**src/rtl/dbgq_pkg.sv**
```systemverilog
package dbgq_pkg;
  localparam int CTRL_W   = 32;
  localparam int LINK_W   = 4;
  localparam int LINK_N   = 1 << LINK_W;

  typedef struct packed {
    logic              en;
    logic [1:0]        pac;
    logic              hmc;
    logic [1:0]        ssc;
    logic [LINK_W-1:0] lbn;
    logic              lk;
  } slot_ctrl_t;

  function automatic slot_ctrl_t unpack_ctrl(input logic [CTRL_W-1:0] w);
    slot_ctrl_t c;
    c.en  = w[0];
    c.pac = w[2:1];
    c.hmc = w[13];
    c.ssc = w[15:14];
    c.lbn = w[19:16];
    c.lk  = w[20];
    return c;
  endfunction
endpackage

```
**src/rtl/dbgq_slot_filter.sv**
```systemverilog
module dbgq_slot_filter
  import dbgq_pkg::*;
(
  input  logic              raw,
  input  logic [CTRL_W-1:0] ctrl_word,
  input  logic [1:0]        eff_el,
  input  logic              secure,
  input  logic              gate,
  input  logic [LINK_N-1:0] lnk_pass,
  output logic              pass,
  output logic [LINK_N-1:0] req
);
  slot_ctrl_t c;
  logic sec_ok, priv_ok, link_ok, armed;

  always_comb begin
    c = unpack_ctrl(ctrl_word);
    unique case (c.ssc)
      2'd0:    sec_ok = 1'b1;
      2'd2:    sec_ok = secure;
      default: sec_ok = !secure;
    endcase
    unique case (eff_el)
      2'd0:    priv_ok = c.pac[1];
      2'd1:    priv_ok = c.pac[0];
      default: priv_ok = c.hmc;
    endcase
    armed   = raw && c.en;
    link_ok = !c.lk || lnk_pass[c.lbn];
    pass    = armed && gate && sec_ok && priv_ok && link_ok;
    req     = '0;
    if (armed && c.lk) req[c.lbn] = 1'b1;
  end
endmodule

```
**src/rtl/dbgq_prio_enc.sv**
```systemverilog
module dbgq_prio_enc #(
  parameter int N     = 8,
  parameter int IDX_W = (N > 1) ? $clog2(N) : 1
) (
  input  logic [N-1:0]     req,
  output logic             any,
  output logic [IDX_W-1:0] idx
);
  always_comb begin
    any = 1'b0;
    idx = '0;
    for (int i = N - 1; i >= 0; i--) begin
      if (req[i]) begin
        any = 1'b1;
        idx = IDX_W'(i);
      end
    end
  end
endmodule

```
**src/rtl/dbgq_out_stage.sv**
```systemverilog
module dbgq_out_stage #(
  parameter int IDX_W = 3
) (
  input  logic             clk,
  input  logic             rst_n,
  input  logic             in_valid,
  output logic             in_ready,
  input  logic             d_hit,
  input  logic [IDX_W-1:0] d_slot,
  output logic             out_valid,
  input  logic             out_ready,
  output logic             out_hit,
  output logic [IDX_W-1:0] out_slot
);
  logic take;

  assign in_ready = !out_valid || out_ready;
  assign take     = in_valid && in_ready;

  always_ff @(posedge clk or negedge rst_n) begin
    if (!rst_n) begin
      out_valid <= 1'b0;
      out_hit   <= 1'b0;
      out_slot  <= '0;
    end else if (take) begin
      out_valid <= 1'b1;
      out_hit   <= d_hit;
      out_slot  <= d_slot;
    end else if (out_ready) begin
      out_valid <= 1'b0;
    end
  end
endmodule

```
**src/rtl/dbgq_qualifier.sv**
```systemverilog
module dbgq_qualifier
  import dbgq_pkg::*;
#(
  parameter int N     = 8,
  parameter int IDX_W = (N > 1) ? $clog2(N) : 1
) (
  input  logic                clk,
  input  logic                rst_n,
  input  logic                in_valid,
  output logic                in_ready,
  input  logic                in_kind_wp,
  input  logic [N-1:0]        in_raw_hit,
  input  logic [N*CTRL_W-1:0] in_ctrl,
  input  logic [1:0]          in_el,
  input  logic                in_secure,
  input  logic                in_unpriv,
  input  logic                in_wp_global_en,
  input  logic                in_dbg_masked,
  output logic [LINK_N-1:0]   lnk_req,
  input  logic [LINK_N-1:0]   lnk_pass,
  output logic                out_valid,
  input  logic                out_ready,
  output logic                out_hit,
  output logic [IDX_W-1:0]    out_slot
);
  logic [1:0]        eff_el;
  logic              gate;
  logic [N-1:0]      pass_vec;
  logic [LINK_N-1:0] req_vec [N];
  logic              any_hit;
  logic [IDX_W-1:0]  first_idx;

  assign eff_el = (in_kind_wp && in_unpriv) ? 2'd0 : in_el;
  assign gate   = !in_kind_wp || (in_wp_global_en && !in_dbg_masked);

  for (genvar i = 0; i < N; i++) begin : g_slot
    dbgq_slot_filter u_filt (
      .raw       (in_raw_hit[i]),
      .ctrl_word (in_ctrl[i*CTRL_W +: CTRL_W]),
      .eff_el    (eff_el),
      .secure    (in_secure),
      .gate      (gate),
      .lnk_pass  (lnk_pass),
      .pass      (pass_vec[i]),
      .req       (req_vec[i])
    );
  end

  always_comb begin
    lnk_req = '0;
    for (int i = 0; i < N; i++) lnk_req = lnk_req | req_vec[i];
    if (!in_valid) lnk_req = '0;
  end

  dbgq_prio_enc #(.N(N), .IDX_W(IDX_W)) u_enc (
    .req (pass_vec),
    .any (any_hit),
    .idx (first_idx)
  );

  dbgq_out_stage #(.IDX_W(IDX_W)) u_out (
    .clk       (clk),
    .rst_n     (rst_n),
    .in_valid  (in_valid),
    .in_ready  (in_ready),
    .d_hit     (any_hit),
    .d_slot    (first_idx),
    .out_valid (out_valid),
    .out_ready (out_ready),
    .out_hit   (out_hit),
    .out_slot  (out_slot)
  );
endmodule

```
**config.mk**
```make
export PLATFORM = sky130hd
export DESIGN_NAME = dbgq_qualifier
export DESIGN_NICKNAME = d
export VERILOG_FILES = /design/src/rtl/dbgq_pkg.sv /design/src/rtl/dbgq_slot_filter.sv /design/src/rtl/dbgq_prio_enc.sv /design/src/rtl/dbgq_out_stage.sv /design/src/rtl/dbgq_qualifier.sv
export SDC_FILE = /design/constraint.sdc
export NUM_CORES = 1
export LEC_CHECK = 0
export BUFFER_PORTS_ARGS = -buffer_cell sky130_fd_sc_hd__clkbuf_2
export CELL_PAD_IN_SITES_DETAIL_PLACEMENT = 0
export CELL_PAD_IN_SITES_GLOBAL_PLACEMENT = 2
export CORE_UTILIZATION = 19
export CTS_BUF_LIST = sky130_fd_sc_hd__clkbuf_16
export DETAILED_ROUTE_END_ITERATION = 10
export PLACE_DENSITY = 0.87
export SLEW_MARGIN = 20
export SYNTH_ARGS = -nofsm -noshare
export SYNTH_HDL_FRONTEND = slang
export SYNTH_SLANG_ARGS = --single-unit
```
**constraint.sdc**
```tcl
create_clock -name clk -period 2.7 [get_ports clk]
set_input_delay 0.54 -clock clk [delete_from_list [all_inputs] [get_ports clk]]
set_output_delay 0.54 -clock clk [all_outputs]
set_load 0.05 [all_outputs]
```
# After elaboration in Yosys (flattened, before gate mapping)
# Index checks and enable logic that the tools add are counted.
[totals] in_bits=291 elab_cells=202 register_bits=5 output_inout_bits=22
[op_classes] bitwise_logic=7 magnitude_cmp=16 reduce_logical=91 muxes=76 eq_ne=9
[op_table] cell="two-way mux 16 bit" n=9
[op_table] cell="bitwise OR 16 bit" n=7
[op_table] cell="logical AND 1 bit" n=59
[op_table] cell="< comparator 4 x 5 -> 1 bit (second input constant)" n=8
[op_table] cell="binary-select mux 1 bit (select 4 bit)" n=8
[op_table] cell="demux 1 bit (select 4 bit)" n=8
[op_table] cell="greater-or-equal comparator 4 x 1 -> 1 bit (second input constant)" n=8
[op_table] cell="case mux 1 bit (2 select lines)" n=16
[op_table] cell="two-way mux 1 bit" n=26
[op_table] cell="two-way mux 3 bit" n=8
[op_table] cell="logical NOT 2 bit" n=9
[op_table] cell="== test 2 bit (second input constant)" n=8
[op_table] cell="logical NOT 1 bit" n=12
[op_table] cell="logical OR 1 bit" n=10
[op_table] cell="== test 2 x 1 -> 1 bit (second input constant)" n=1
[op_table] cell="two-way mux 2 bit" n=1
[op_table] cell="nonzero test 2 bit" n=1

# Logic depth before layout (Yosys ltp)
# Gate-level depths: netlist of the first run.
[logic_depth] depth_word=15 depth_mapped=7 ltp_nobuf=6

# By module
# From an unflattened synthesis of the first run, not the netlist that was laid out.
[unflattened] hier_cells=458 hier_area_um2=3294.4
[by_module_without_submodules] mod="dbgq_slot_filter (g_slot[1].u_filt ...)" cells_each=48 instances=6 seq_area_each_um2=0.0 area_per_inst_um2=331.6
[by_module_without_submodules] mod="dbgq_qualifier" cells_each=53 instances=1 seq_area_each_um2=0.0 area_per_inst_um2=355.3
[by_module_without_submodules] mod="dbgq_slot_filter (g_slot[0].u_filt)" cells_each=50 instances=1 seq_area_each_um2=0.0 area_per_inst_um2=332.8
[by_module_without_submodules] mod="dbgq_slot_filter (g_slot[7].u_filt)" cells_each=42 instances=1 seq_area_each_um2=0.0 area_per_inst_um2=319.1
[by_module_without_submodules] mod="dbgq_out_stage" cells_each=12 instances=1 seq_area_each_um2=125.1 area_per_inst_um2=217.7
[by_module_without_submodules] mod="dbgq_prio_enc" cells_each=13 instances=1 seq_area_each_um2=0.0 area_per_inst_um2=80.1

# Least setup slack after synthesis of the first run
# No wires, ideal clock.
[synth_path] kind="input -> output" startpoint="input in_ctrl[147]" endpoint="output lnk_req[4]" n_path_buf=1 arrival_ns=2.298 required_time_ns=2.160 slack_ns=-0.138 stages=6 cell_sequence="clkbuf_1 -> nand2b_1 -> or2_2 -> o32ai_1 -> nor3_1 -> a31oi_1"
[synth_between] elab_chain_cells=10 word_cells_on_any_way=11 classes_between="order compare (2); mux (4); bitwise (4); reduce/logical (1)"
[synth_lines] element="start: declaration" line_no="dbgq_qualifier.sv:13" source="input logic [N*CTRL_W-1:0] in_ctrl,"
[synth_lines] element="< comparator 4 x 5 -> 1 bit (implied by the code) or greater-or-equal comparator 4 x 1 -> 1 bit (tied branches)" line_no="dbgq_slot_filter.sv:32" source="if (armed && c.lk) req[c.lbn] = 1'b1;"
[synth_lines] element="logical AND 1 bit (implied by the code)" line_no="dbgq_slot_filter.sv:32"
[synth_lines] element="two-way mux 1 bit (implied by the code)" line_no="dbgq_slot_filter.sv:32"
[synth_lines] element="demux 1 bit (select 4 bit) (*)"
[synth_lines] element="two-way mux 16 bit (*)" line_no="dbgq_slot_filter.sv:32"
[synth_lines] element="bitwise OR 16 bit (*) (4 in a row)" line_no="dbgq_qualifier.sv:51" source="for (int i = 0; i < N; i++) lnk_req = lnk_req | req_vec[i];"
[synth_lines] element="two-way mux 16 bit (*)" line_no="dbgq_qualifier.sv:52" source="if (!in_valid) lnk_req = '0;"
[synth_lines] element="end: declaration" line_no="dbgq_qualifier.sv:19" source="output logic [LINK_N-1:0] lnk_req,"
# Every way passes the cells marked *; elsewhere a longest branch is shown, timed or not.

# Worst setup path after layout of the first run
[layout_path] startpoint="input in_ctrl[180]" endpoint="output lnk_req[12]"
[layout_between] elab_chain_cells=6
[layout_lines] element="logical AND 1 bit" line_no="dbgq_slot_filter.sv:32"
[layout_lines] element="two-way mux 16 bit" line_no="dbgq_slot_filter.sv:32"
[layout_lines] element="bitwise OR 16 bit (3 in a row)" line_no="dbgq_qualifier.sv:51"
[layout_lines] element="two-way mux 16 bit" line_no="dbgq_qualifier.sv:52"
# Every way passes these cells.

==> results of run 1 <==
==> per-layer routing <==
metal	up-vias	global-route usage, %	wire [um]
met4	0	5.051	390
met5	-	0	0
met2	315	30.09	7616
met1	2129	24.95	7230
li1	2126	-	-
met3	38	2.892	1513
==> power groups by stage <==
stage	Clock, W	Sequential, W	Combinational [W]
after floorplan	0	0.000137	0.000355
after global placement	0	0.0000977	0.000672
after detailed placement	0	0.0000979	0.000676
after CTS	0.000241	0.0000968	0.000682
after global routing	0.000247	0.0000981	0.000742
final	0.000240	0.0000965	0.000692
==> final timing paths <==
kind	startpoint	slack, ns	endpoint
min	rst_n	0.13	u_out.out_slot[1]
min reg2reg	u_out.out_slot[2]	0.52	u_out.out_slot[2]
min in group clk	u_out.out_slot[2]	0.52	u_out.out_slot[2]
max	in_ctrl[180]	0.02	lnk_req[12]
max reg2reg	u_out.out_valid	1.07	u_out.out_slot[2]
max in group asynchronous	rst_n	2.42	u_out.out_slot[2]
==> placed cells by master (no fill, tap or decap), drive strengths merged, types with 7 or more instances in the layout <==
cell type / instances
nand3: 22
mux4: 28
nor3: 19
clkbuf: 143
o22ai: 14
nor3b: 10
nand3b: 8
buf: 63
inv: 10
nand2b: 14
a21oi: 31
mux2i: 16
a31oi: 11
nor2: 52
nor2b: 12
a211oi: 10
o21ai: 7
nand2: 44
o32ai: 10
==> state kept, by name, summed over array words and instances (netlist names) <==
signal	count
u_out.out_slot	3
u_out.out_valid	1
u_out.out_hit	1
==> timing repair <==
| action | CTS | global route |
|---|---|---|
| endpoints found under the hold margin | 0 | 0 |
| setup endpoints to repair | 6 | 11 |
| pin swaps | 0 | 1 |
| resized for setup | 9 | 12 |
==> final cells by class <==
cell class	instances	area (sq um)	area share (%)
Timing Repair Buffer	203	1212	25.78
Inverter	9	33.78	0.7185
Clock inverter	1	3.754	0.07983
Clock buffer	3	75.07	1.597
Multi-Input combinational cell	396	2977	63.30
Sequential cell	5	125.1	2.661
Tap cell	220	275.3	5.854
==> logic make-up after synthesis <==
family	synth area share (%)
mux	25.61
buf+inv	6.870
flops	3.817
simple gates	34.20
compound gates	29.50
==> stage by stage <==
stage	worst slack, ns	setup TNS (ns)
final	0.02312	0
after global routing	0.001048	0
after CTS	0.001909	0
after detailed placement	-0.1155	-0.2264
after global placement	-0.1393	-0.3053
after floorplan	0.009250	0
==> worst register-to-register path, cell delays in order, from the launching register on <==
cell and delay [ns]:
dfrtp_1 0.37, nand2b_1 0.21, nand4_1 0.18, o32ai_4 0.39, nand2_1 0.11, o41ai_1 0.26
==> results.cfg, run 1 <==
[clocking]
cts_tree = done
clk_pin_slew_ns = 0.03
cts_made_buffers = 3
cts_root_buf = clkbuf_16
clock_path_buffers = 2
postCtsHoldBufs = 0
cts_max_level = 1
numClockSinks = 5
clk_latency_ns = 0.23
postCtsSetupRepairBufs = 0

[sta]
clock_skew_ns = 0.0007595
rsz0062_at_grt = false
slew_violations = 0
slew_headroom_pct = 64.00
hold_violations = 0
worst_slew_pin_slew_ns = 0.5394
min_period_ns = 2.677
hold_slack_ns = 0.1303
fmax_mhz = 373.6
period_share_pct = 99.14
setup_viol = 0

[layout]
final_util_pct = 28.15
areaGrowthSynthToFinish_pct = 43.44
final_area_sq_um = 4702
layout.cells.non_filler = 837
antennaDiodeCount = 0
n_fill_cell = 1901
layout-drive-gt1-share_pct = 40.68
nNetsFinal = 909

[synth]
syn_area_sq_um = 3278
synth_fp_nets = 736
ys_warn_count = 0
avgSynthCellArea_sq_um = 7.367
synth_cells = 445
synth_area_leaders = mux4_2, nor2_1, nand2_1, mux2i_1, a21oi_1
yosysMostFrequentCell = nor2_1
synth_edf_count = 0
netlist_top_cells_count = nor2_1, nand2_1, a21oi_1
ys_seq_area_share_pct = 3.817
yosysTopAreaCellShare_pct = 17.18
synth_ff_type = dfrtp_1
yosysUniqueCellTypes = 65
synth_seq_cells = 5
synth_top_area_cell = mux4_2
ys_async_sr_fraction_pct = 100.0

[placement]
routabilityCongestion = 0.9382
port_buffers = 144
place_area_sq_um = 4562
place_inst = 833
dp_hpwl_um = 14110

[die]
die_area_sq_um = 17780
die_w_um = 133.4
io_pins = 313
num_rows = 47
initial_core_util_pct = 19.63
die_h_um = 133.4
core_region_area_sq_um = 16700

[routing]
finalWirelength_um = 16750
drtAntennaViolNets = 0
wl_per_cell_um = 20.01
drc = 0
drtIter0Drc = 414
first_pass_iters = 5
vias = 4608
viasPerCell = 5.505

[power]
power.density_nw_per_um2 = 218.9
pwr-share-seq_pct = 9.4
switching_power_w = 0.0004573
finalPower_w = 0.001029
irDropWorstVdd_mv = 0.1573
power_frac_clock_pct = 23.3
p_sw_share_pct = 44.44
intPower_w = 0.0005718
power.leakage_nw = 1.933
combPwrFrac_pct = 67.3

[worst_setup_path]
cp_max_fo = 3
timing.critical_path.buf_inv = 3
crit_path_start_kind = input port
cp.depth = 8
cp.required_ns = 2.16
cp.arrival_ns = 2.14
endpoint_kind = primary output
critical_path.top_delay_family = compound AO/OA/AOI/OAI gates
cp_slowest_cell = clkbuf_4
path_cells = clkbuf_2, and3_2, buf_4, nand3_1, o32ai_1, a211oi_1, a31oi_1, clkbuf_4
slowest_delay_ns = 0.29
ff2ff_path_depth = 5
worstSetupPathType = in2out

[grt]
grt_pass1_vias = 4380
antenna_found_initial = 0
grt-ovfl-total = 0
grt_max_degree = 17
grt_pass1_wl_um = 25270
grt_usage_pct = 18.40

[run_status]
status = complete, no violations

[min_path]
hold_path.class = in2async

[run]
maxCapViolCount = 0
No activity file was read; power rests on OpenSTA's default activity.
==> inputs of run 2 (changes only) <==
--- a/config.mk
+++ b/config.mk
@@ -8,6 +8,7 @@
 export BUFFER_PORTS_ARGS = -buffer_cell sky130_fd_sc_hd__clkbuf_2
 export CELL_PAD_IN_SITES_DETAIL_PLACEMENT = 0
 export CELL_PAD_IN_SITES_GLOBAL_PLACEMENT = 2
+export CORE_MARGIN = 1.5
 export CORE_UTILIZATION = 19
 export CTS_BUF_LIST = sky130_fd_sc_hd__clkbuf_16
 export DETAILED_ROUTE_END_ITERATION = 10
==> run 2 against run 1 <==
  * Non-clock buffer count increased by 7
  * Clock skew is essentially flat
  * Clock power increased by 2%
  * Worst setup slack better by 0.014 ns
  * First-iteration DRC count is 24% higher
  * Routed wire length shrank 0.78%
  * Global-route usage shrank 0.43 points
==> results.cfg, run 2 (same netlist as run 1, synthesis figures left out) <==
[sta]
period_share_pct = 98.62
setup_viol = 0
fmax_mhz = 375.5
worst_slew_pin_slew_ns = 0.7035
slew_violations = 0
hold_slack_ns = 0.1273
slew_headroom_pct = 52.67
clock_skew_ns = 0.0005246
rsz0062_at_grt = true
fin_ws_ns = 0.03721
hold_violations = 0
min_period_ns = 2.663

[clocking]
cts_max_level = 1
clk_pin_slew_ns = 0.03
postCtsHoldBufs = 0
postCtsSetupRepairBufs = 0
clock_path_buffers = 2
clk_latency_ns = 0.23
cts_made_buffers = 3
cts_tree = done
cts_root_buf = clkbuf_16
numClockSinks = 5

[die]
die_w_um = 134.4
num_rows = 47
die_h_um = 134.4
core_region_area_sq_um = 16700
die_area_sq_um = 18050
initial_core_util_pct = 19.63
io_pins = 313

[grt]
grt-ovfl-total = 0
grt_pass1_wl_um = 25260
antenna_found_initial = 0
grt_pass1_vias = 4446
grt_max_degree = 17
grt_usage_pct = 17.97

[power]
irDropWorstVdd_mv = 0.1544
power.leakage_nw = 1.970
finalPower_w = 0.001034
power.density_nw_per_um2 = 217.5

[routing]
first_pass_iters = 8
wl_per_cell_um = 19.69
drtIter0Drc = 514
finalWirelength_um = 16620
drtAntennaViolNets = 0
vias = 4584
viasPerCell = 5.431
drc = 0

[worst_setup_path]
cp_max_fo = 5
cp.arrival_ns = 2.12
path_cells = buf_6, and3_4, and3b_2, a22o_1, a21oi_2, o311ai_2, o31a_1, buf_8
crit_path_start_kind = input port
timing.critical_path.buf_inv = 2
critical_path.top_delay_family = compound AO/OA/AOI/OAI gates
worstSetupPathType = in2out
cp_slowest_cell = o31a_1
slowest_delay_ns = 0.39
endpoint_kind = primary output
cp.required_ns = 2.16

[placement]
port_buffers = 144
routabilityCongestion = 0.9785
place_area_sq_um = 4612
place_ws_ns = -0.1131
dp_hpwl_um = 14200

[layout]
antennaDiodeCount = 0
final_common_cell = clkbuf_2
multi_input_area_sq_um = 2973
final_util_pct = 28.48
nNetsFinal = 916
top_register = u_out.out_slot
final_cell_mix = clkbuf_2, buf_4, nor2_1
areaGrowthSynthToFinish_pct = 45.08
reg_top3 = u_out.out_slot x3, u_out.out_hit x1, u_out.out_valid x1
n_fill_cell = 1866
layout-drive-gt1-share_pct = 41.03
largest_register_ffs = 3
final_area_sq_um = 4756
register_area_sq_um = 125.1

[run]
maxCapViolCount = 0

[run_status]
status = complete, no violations

[min_path]
hold_path.class = in2async
## run 2: through the flow
step / setup TNS (ns) / instances
6_report: 0 / 844
5_1_grt: -0.002544 / 844
4_1_cts: 0 / 844
3_5_place_dp: -0.1765 / 840
3_3_place_gp: -0.2443 / 840
2_1_floorplan: 0 / 445
## run 2: where the power goes
part | total [W] | internal (W) | switching (W)
sequential | 0.0000963 | 0.0000876 | 0.00000876
clock | 0.000245 | 0.000192 | 0.0000528
combinational | 0.000693 | 0.000299 | 0.000394
total | 0.00103 | 0.000579 | 0.000455
## run 2: area by class of cell
| type | instances | area share (%) |
|---|---|---|
| clock inverters | 1 | 0.07893 |
| clock buffers | 3 | 1.579 |
| multi-input cells | 396 | 62.51 |
| repair buffers | 210 | 26.70 |
| inverters | 9 | 0.7103 |
| flip-flops and latches | 5 | 2.631 |
| well taps | 220 | 5.788 |
## run 2: final timing paths
check / cells after the start / from / endpoint / slack, ns
setup / recovery: 8 / in_ctrl[160] / lnk_req[2] / 0.04
hold / removal: 1 / rst_n / u_out.out_valid / 0.13
setup reg to reg: 5 / u_out.out_valid / u_out.out_slot[2] / 1.10
hold reg to reg: 2 / u_out.out_slot[2] / u_out.out_slot[2] / 0.50
max in group asynchronous: 1 / rst_n / u_out.out_slot[0] / 2.43
min in group clk: 2 / u_out.out_slot[2] / u_out.out_slot[2] / 0.50
## run 2: metal layers
layer / share of wire [%] / global-route usage (%)
met2: 46 / 29.77
met5: 0 / 0
met1: 43 / 24.12
met3: 8.8 / 2.570
met4: 2.0 / 5.436
## run 2: worst reg2reg max path, delay by kind of cell (launching register included)
family           cells  cell delay, ns
AO/OA/AOI/OAI        2            0.61
flip-flops           1            0.38
AND/OR/NAND/NOR      3            0.51
## run 2: what timing repair did
action	CTS	global route
hold endpoints to repair	0	0
pin swaps	0	3
resized for setup	7	17
endpoints found under the setup margin	3	10
==> inputs of run 3 (changes only) <==
--- a/config.mk
+++ b/config.mk
@@ -12,7 +12,7 @@
 export CORE_UTILIZATION = 19
 export CTS_BUF_LIST = sky130_fd_sc_hd__clkbuf_16
 export DETAILED_ROUTE_END_ITERATION = 10
-export PLACE_DENSITY = 0.87
+export PLACE_DENSITY = 0.95
 export SLEW_MARGIN = 20
 export SYNTH_ARGS = -nofsm -noshare
 export SYNTH_HDL_FRONTEND = slang
==> constraint.sdc (replaced) <==
create_clock -name clk -period 2.7 [get_ports clk]
set_input_delay 0.54 -clock clk [delete_from_list [all_inputs] [get_ports clk]]
set_output_delay 0.54 -clock clk [all_outputs]
set_load 0.005 [all_outputs]
==> run 3 against run 2 <==
  * First-iteration DRC count grew 18%
  * Cell area shrank 6.2%
  * Clock skew grew 0.0030 ns
  * Worst setup slack gained 0.074 ns
  * Clock power grew 2%
  * Clock-buffer cell count is the same
  * Die area is the same
  * Register-to-register slack is essentially flat
  * Routed wire length grew 0.84%
==> results.cfg, run 3 (same netlist as run 1, synthesis figures left out) <==
[sta]
rsz0062_at_grt = false
period_share_pct = 95.88
min_period_ns = 2.589
fmax_mhz = 386.3
worst_slew_pin_slew_ns = 0.5349
clock_skew_ns = 0.003485
hold_slack_ns = 0.1184
slew_headroom_pct = 64.10
hold_violations = 0
setup_viol = 0
slew_violations = 0
finalSetupTns_ns = 0

[routing]
finalWirelength_um = 16760
vias = 4541
drc = 0
drtAntennaViolNets = 0
first_pass_iters = 6
viasPerCell = 5.558
drtIter0Drc = 606
wl_per_cell_um = 20.51

[worst_setup_path]
cp.required_ns = 2.16
cp_max_fo = 5
worstSetupPathType = in2out
crit_path_start_kind = input port
cp.arrival_ns = 2.05
endpoint_kind = primary output

[min_path]
hold_path.class = in2async

[clocking]
cts_tree = done
cts_root_buf = clkbuf_16
clk_latency_ns = 0.23
cts_made_buffers = 3
postCtsSetupRepairBufs = 0
clk_pin_slew_ns = 0.04
cts_max_level = 1
clock_path_buffers = 2
numClockSinks = 5

[layout]
antennaDiodeCount = 0
final_area_sq_um = 4459
reg_top3 = u_out.out_slot x3, u_out.out_hit x1, u_out.out_valid x1
n_fill_cell = 1861
layout.cells.non_filler = 817
multi_input_area_sq_um = 2933
largest_register_ffs = 3
nNetsFinal = 889
register_area_sq_um = 125.1
final_common_cell = clkbuf_2
layout-drive-gt1-share_pct = 37.19
final_cell_mix = clkbuf_2, nor2_1, nand2_1
areaGrowthSynthToFinish_pct = 36.03
top_register = u_out.out_slot

[power]
irDropWorstVdd_mv = 0.1580
power.density_nw_per_um2 = 211.4
power.leakage_nw = 1.819
finalPower_w = 0.0009427

[grt]
antenna_found_initial = 0
grt_max_degree = 17
grt_pass1_vias = 4281
grt-ovfl-total = 0
grt_pass1_wl_um = 24990
grt_usage_pct = 17.99

[run]
maxCapViolCount = 0

[die]
die_area_sq_um = 18050
core_region_area_sq_um = 16700
num_rows = 47
die_h_um = 134.4
die_w_um = 134.4
io_pins = 313
initial_core_util_pct = 19.63

[placement]
dp_hpwl_um = 14210
place_area_sq_um = 4375
port_buffers = 144
place_inst = 813
routabilityCongestion = 0.9586

[run_status]
status = complete, no violations
-- run 3: changes by cell type in the layout (fill, tap and decap cells not counted), sizes merged --
| cell | before | now |
|---|---|---|
| clkbuf | 140 | 147 |
| buf | 73 | 39 |
-- run 3: worst paths after layout --
check,end,cells after the start,slack [ns],start
max,lnk_req[4],8,0.11,in_ctrl[84]
min,u_out.out_slot[2],1,0.12,rst_n
max reg2reg,u_out.out_slot[2],5,1.09,u_out.out_valid
min reg2reg,u_out.out_slot[2],2,0.52,u_out.out_slot[2]
max in group asynchronous,u_out.out_hit,1,2.44,rst_n
min in group clk,u_out.out_slot[2],2,0.52,u_out.out_slot[2]
-- run 3: where the power goes --
| group | internal (W) | switching (W) | total, W |
|---|---|---|---|
| sequential | 0.0000876 | 0.00000895 | 0.0000965 |
| combinational | 0.000272 | 0.000325 | 0.000597 |
| clock | 0.000193 | 0.0000564 | 0.000249 |
| total | 0.000552 | 0.000391 | 0.000943 |
-- run 3: cell type report --
cell class	instances	share of cell area, %
Multi-Input combinational cell	396	65.77
Timing Repair Buffer	183	22.73
Tap cell	220	6.173
Sequential cell	5	2.806
Clock buffer	3	1.684
Inverter	9	0.7576
Clock inverter	1	0.08418
-- run 3: per-stage QoR --
step                utilization [%]  setup WS [ns]
floorplan                         -         0.3928
global placement              26.20        0.04586
detailed placement            26.20        0.05066
CTS                           26.67        0.04367
global route                  26.70        0.03412
finish                        26.70         0.1113
-- run 3: repair_timing --
item                                    4_1_cts  5_1_grt
hold buffers                                  0        0
endpoints found under the setup margin        0        3
gates resized for setup                       0        3
-- run 3: layer usage --
| metal | global-route usage, % | up-vias | share of wire, % |
|---|---|---|---|
| li1 | - | 2074 | - |
| met1 | 23.61 | 2121 | 41 |
| met2 | 29.72 | 313 | 47 |
| met3 | 2.948 | 33 | 10 |
| met4 | 6.452 | 0 | 2.4 |
| met5 | 0 | - | 0 |
-- run 3: worst max-delay path: stages --
cell and delay [ns]:
clkbuf_2 0.14, nand3_1 0.12, nor2_1 0.11, nand2_1 0.15, o32ai_1 0.40, nor3_1 0.12
a31oi_1 0.28, clkbuf_2 0.18
